**config.mk**
```make
export PLATFORM = sky130hd
export DESIGN_NAME = wdr_pin_ctrl
export DESIGN_NICKNAME = d
export VERILOG_FILES = /design/src/rtl/wdr_pkg.sv /design/src/rtl/wdr_strap_latch.sv /design/src/rtl/wdr_sync.sv /design/src/rtl/wdr_watchdog.sv /design/src/rtl/wdr_pin_ctrl.sv
export SDC_FILE = /design/constraint.sdc
export NUM_CORES = 1
export LEC_CHECK = 0
export BUFFER_PORTS_ARGS = -buffer_cell sky130_fd_sc_hd__buf_2
export CORE_MARGIN = 2
export CORE_UTILIZATION = 30
export DETAILED_ROUTE_END_ITERATION = 16
export PLACE_DENSITY = 0.52
export SLEW_MARGIN = 5
export SYNTH_ARGS = -nofsm -noshare
export SYNTH_HDL_FRONTEND = slang
export SYNTH_SLANG_ARGS = --single-unit
```
**constraint.sdc**
```tcl
create_clock -name clk -period 4.99 [get_ports clk]
set_input_delay 0.998 -clock clk [delete_from_list [all_inputs] [get_ports clk]]
set_output_delay 0.998 -clock clk [all_outputs]
set_load 0.03 [all_outputs]
```
**src/rtl/wdr_pkg.sv**
```systemverilog
package wdr_pkg;
  typedef enum logic {
    ROLE_RESET_OUT = 1'b0,
    ROLE_PWRDN_IN  = 1'b1
  } pin_role_e;
endpackage

```
**src/rtl/wdr_strap_latch.sv**
```systemverilog
module wdr_strap_latch
  import wdr_pkg::*;
(
  input  logic      clk,
  input  logic      rst,
  input  logic      strap_i,
  output pin_role_e role_o
);
  pin_role_e role_q;

  // Strap is followed only while reset is held; frozen afterwards.
  always_ff @(posedge clk) begin
    if (rst) role_q <= pin_role_e'(strap_i);
  end

  assign role_o = role_q;

  // role never changes outside reset
  a_r1_role_frozen: assert property (@(posedge clk) disable iff (rst)
    1'b1 |=> $stable(role_q));
endmodule

```
**src/rtl/wdr_sync.sv**
```systemverilog
module wdr_sync #(
  parameter int STAGES   = 2,
  parameter bit RST_VAL  = 1'b1
) (
  input  logic clk,
  input  logic rst,
  input  logic d_i,
  output logic q_o
);
  logic [STAGES-1:0] chain_q;

  generate
    for (genvar s = 0; s < STAGES; s++) begin : g_stage
      if (s == 0) begin : g_first
        always_ff @(posedge clk) begin
          if (rst) chain_q[0] <= RST_VAL;
          else     chain_q[0] <= d_i;
        end
      end else begin : g_next
        always_ff @(posedge clk) begin
          if (rst) chain_q[s] <= RST_VAL;
          else     chain_q[s] <= chain_q[s-1];
        end
      end
    end
  endgenerate

  assign q_o = chain_q[STAGES-1];
endmodule

```
**src/rtl/wdr_watchdog.sv**
```systemverilog
module wdr_watchdog #(
  parameter int TIMEOUT_CYCLES = 7_159_000,
  parameter int PULSE_CYCLES   = 57_272
) (
  input  logic clk,
  input  logic rst,
  input  logic enable_i,
  input  logic kick_i,
  output logic pulse_o
);
  localparam int CNT_W = $clog2(TIMEOUT_CYCLES + 1);
  localparam int PLS_W = $clog2(PULSE_CYCLES + 1);
  localparam logic [CNT_W-1:0] CNT_LAST = CNT_W'(TIMEOUT_CYCLES - 1);
  localparam logic [PLS_W-1:0] PLS_LAST = PLS_W'(PULSE_CYCLES - 1);

  logic [CNT_W-1:0] cnt_q;
  logic [PLS_W-1:0] pcnt_q;
  logic             pulse_q;

  always_ff @(posedge clk) begin
    if (rst || !enable_i) begin
      cnt_q   <= '0;
      pcnt_q  <= '0;
      pulse_q <= 1'b0;
    end else if (pulse_q) begin
      if (pcnt_q == PLS_LAST) begin
        pulse_q <= 1'b0;
        pcnt_q  <= '0;
      end else begin
        pcnt_q  <= pcnt_q + 1'b1;
      end
    end else if (kick_i) begin
      cnt_q <= '0;
    end else if (cnt_q == CNT_LAST) begin
      pulse_q <= 1'b1;
      cnt_q   <= '0;
    end else begin
      cnt_q <= cnt_q + 1'b1;
    end
  end

  assign pulse_o = pulse_q;

  // a sampled kick outside a pulse never starts one
  a_r7_kick_blocks: assert property (@(posedge clk) disable iff (rst)
    (enable_i && kick_i && !pulse_q) |=> !pulse_q);
  // pulse only ends after its full length
  a_r8_pulse_len: assert property (@(posedge clk) disable iff (rst)
    (enable_i && $fell(pulse_q)) |-> ($past(pcnt_q) == PLS_LAST));
  // disabled watchdog never pulses
  a_r4_held_clear: assert property (@(posedge clk) disable iff (rst)
    !enable_i |=> !pulse_q);
endmodule

```
**src/rtl/wdr_pin_ctrl.sv**
```systemverilog
module wdr_pin_ctrl
  import wdr_pkg::*;
#(
  parameter int TIMEOUT_CYCLES = 7_159_000,
  parameter int PULSE_CYCLES   = 57_272,
  parameter int SYNC_STAGES    = 2
) (
  input  logic clk,
  input  logic rst,
  input  logic strap_i,
  input  logic pin_i,
  input  logic kick_i,
  output logic pin_oe_o,
  output logic pwrdn_req_o
);
  pin_role_e role;
  logic      pin_sync;
  logic      wd_pulse;
  logic      req_q;

  wdr_strap_latch u_strap (
    .clk    (clk),
    .rst    (rst),
    .strap_i(strap_i),
    .role_o (role)
  );

  wdr_sync #(.STAGES(SYNC_STAGES), .RST_VAL(1'b1)) u_sync (
    .clk(clk),
    .rst(rst),
    .d_i(pin_i),
    .q_o(pin_sync)
  );

  wdr_watchdog #(
    .TIMEOUT_CYCLES(TIMEOUT_CYCLES),
    .PULSE_CYCLES  (PULSE_CYCLES)
  ) u_wd (
    .clk     (clk),
    .rst     (rst),
    .enable_i(role == ROLE_RESET_OUT),
    .kick_i  (kick_i),
    .pulse_o (wd_pulse)
  );

  always_ff @(posedge clk) begin
    if (rst) req_q <= 1'b0;
    else     req_q <= (role == ROLE_PWRDN_IN) && !pin_sync;
  end

  assign pwrdn_req_o = req_q;
  assign pin_oe_o    = wd_pulse;

  // no pull-down in power-down role
  a_r4_no_drive_pd: assert property (@(posedge clk) disable iff (rst)
    (role == ROLE_PWRDN_IN) |-> !pin_oe_o);
  // no power-down request in reset role
  a_r5_no_req_rst: assert property (@(posedge clk) disable iff (rst)
    (role == ROLE_RESET_OUT) |-> !pwrdn_req_o);
  // outputs cleared by reset
  a_r2_reset_clear: assert property (@(posedge clk)
    $past(rst) |-> (!pin_oe_o && !pwrdn_req_o));
endmodule

```
==> flow_summary.ini <==
[global_routing]
grt_antenna_before_repair = 0
grt_pass1_vias = 1534
grt_max_degree = 35
grt_pass1_wl_um = 7383
track_usage = 0.1220
overflow = 0

[timing]
final_hold_viol_count = 0
clock_skew_ns = 0.007294
hold_ws_ns = 0.4073
min_period_ns = 2.367
tightestPinTransition_ns = 0.7128
layout_worst_path_cycle_share = 0.4743
slew_headroom = 0.5181
setup_viol = 0
max_freq_mhz = 422.6
rsz0062_at_grt = false
slew_violations = 0
fin_ws_ns = 2.623
fin_setup_tns_ns = 0

[routing]
drtIter0Drc = 124
wl_um = 4250
viasPerCell = 5.189
drtPass1Iterations = 4
ant_nets = 0
vias = 1728
routedWlPerCell_um = 12.76
drc = 0

[cts]
clock_latency_ns = 0.29
cts_buffers = 5
cts_tree = built
cts_resized = 0
cts_hold_buf = 0
h-tree-depth = 2
clkSinkCount = 44
post_cts_buffers = 0
path_clk_slew_ns = 0.08
clockBufferDepth = 2
root_buffer = clkbuf_8

[critical_path]
cp_max_fo = 10
required_ns = 5.16
worstPathArrival_ns = 2.54
cp-start-kind = flip-flop
crit_path_end_kind = flip-flop
critical_path_class = reg2reg

[yosys]
ys_warn_count = 0
synthArstFlopShare = 0
synth_edf_count = 1
yosysTopAreaCell = dfxtp_1
netlist_instances = 245
ys_types = 37
ys_seq_elements = 44
synth_area_leaders = dfxtp_1, xor2_1, nand3_1, nor2_1, nand2_1
syn_area_per_cell_um2 = 8.513
synth.most_common_cell = dfxtp_1
synth.net_count = 252
synth_common_cells = dfxtp_1, nor2_1, nand2_1, nand3_1, xor2_1
yosysSeqAreaShare = 0.4271
synth_top_area_frac = 0.4127
synth.cell_area_um2 = 2086
synth_flop_cell = dfxtp_1

[cells_and_area]
nets = 259
drive_gt1_frac = 0.1028
final_cells = 333
area_growth_pct = 10.08
diodes = 0

[place]
place_inst = 325
place_hpwl_um = 2997
io_buffer_count = 6
post-place-ws_ns = 2.686
place_congestion = 0.8160

[run]
cap_violations = 0

[die]
boundaryPins = 7
die-area_um2 = 7635
die_h_um = 87.38
core_area_um2 = 6756
initial_core_util = 0.3087
rows = 30
die_x_um = 87.38

[power]
cellLeakagePower_nw = 0.6875
ir_drop_v = 0.0001043
p_per_area_nw_per_um2 = 277.4

[status]
status = finished clean

[min_path]
hp-class = reg2reg
[logic make-up after synthesis]
group,share of synthesized area
AOI/OAI and AO/OA,0.08639
buffers and inverters,0.02219
and+or+nand+nor,0.3515
adders and majority gates,0.01200
DFF,0.4271
xor gates and xnor gates,0.1008
[metrics by stage]
step / util / instance area (µm²) / total power [mW]
6_report: 0.3398 / 2296 / 0.6369
5_1_grt: 0.3398 / 2296 / 0.6665
4_1_cts: 0.3398 / 2296 / 0.6470
3_5_place_dp: 0.3239 / 2188 / 0.3801
3_3_place_gp: 0.3239 / 2188 / 0.3798
2_1_floorplan: - / 2086 / 0.3745
[worst max-delay path: stages, from the launching register on]
cell      delay [ns]
dfxtp_1         0.44
ha_1            0.28
nand4b_1        0.12
nor4b_1         0.65
nand2_1         0.26
o21ai_2         0.41
nor2_1          0.10
[worst paths after layout]
path | start | to | slack [ns] | depth (start not counted)
worst max-delay path | u_wd.pcnt_q[0] | u_wd.pcnt_q[15] | 2.62 | 6
worst min-delay path | u_sync.q_o | pwrdn_req_o | 0.41 | 1
worst max register to register | u_wd.pcnt_q[0] | u_wd.pcnt_q[15] | 2.62 | 6
worst min register to register | u_sync.q_o | pwrdn_req_o | 0.41 | 1
[registers in the layout, summed over array words and instances, names as in the netlist]
register	flops
pwrdn_req_o	1
u_strap.role_o	1
u_sync.chain_q	1
u_sync.q_o	1
u_wd.cnt_q	23
u_wd.pcnt_q	16
u_wd.pulse_o	1
[cells in the final DEF (no fill, tap or decap), types with 2 or more instances in the layout]
cell type | netlist | layout
ha_1 | 2 | 2
xnor2_1 | 4 | 4
a31oi_1 | 7 | 7
buf_2 | 1 | 6
nand4b_1 | 5 | 5
nand3b_1 | 3 | 3
a21oi_1 | 13 | 13
xor2_1 | 20 | 20
clkbuf_8 | 0 | 5
or4_1 | 7 | 7
nand4_1 | 11 | 11
dfxtp_1 | 43 | 43
nand3_1 | 25 | 25
nand2_1 | 25 | 25
o21ai_0 | 6 | 6
or2_2 | 4 | 4
nor3_1 | 10 | 10
nor2_1 | 32 | 32
and3_1 | 3 | 3
inv_1 | 3 | 3
[per-layer routing]
layer	track usage	vias up	share of wire	wire length (µm)
met1	0.1696	820	0.51	2166
met4	0.04615	0	0.014	59
met5	0	-	0	0
met2	0.1846	21	0.45	1920
met3	0.02559	5	0.024	104
li1	-	882	-	-
[power breakdown]
| group | leakage, nW | switching, mW | total, mW | internal, mW |
|---|---|---|---|---|
| sequential | 0.357 | 0.00116 | 0.355 | 0.354 |
| clock | 0.0552 | 0.117 | 0.266 | 0.149 |
| combinational | 0.276 | 0.0113 | 0.0159 | 0.00458 |
| total | 0.688 | 0.130 | 0.637 | 0.507 |
[layout make-up]
type / count / area (µm²)
clock buffers: 6 / 72.57
clock inverters: 2 / 35.03
fillers: 707 / 4461
inverters: 3 / 11.26
multi-input cells: 191 / 1149
flip-flops and latches: 44 / 890.9
well taps: 80 / 100.1
repair buffers: 7 / 37.54
(Power assumes the default switching activity.)
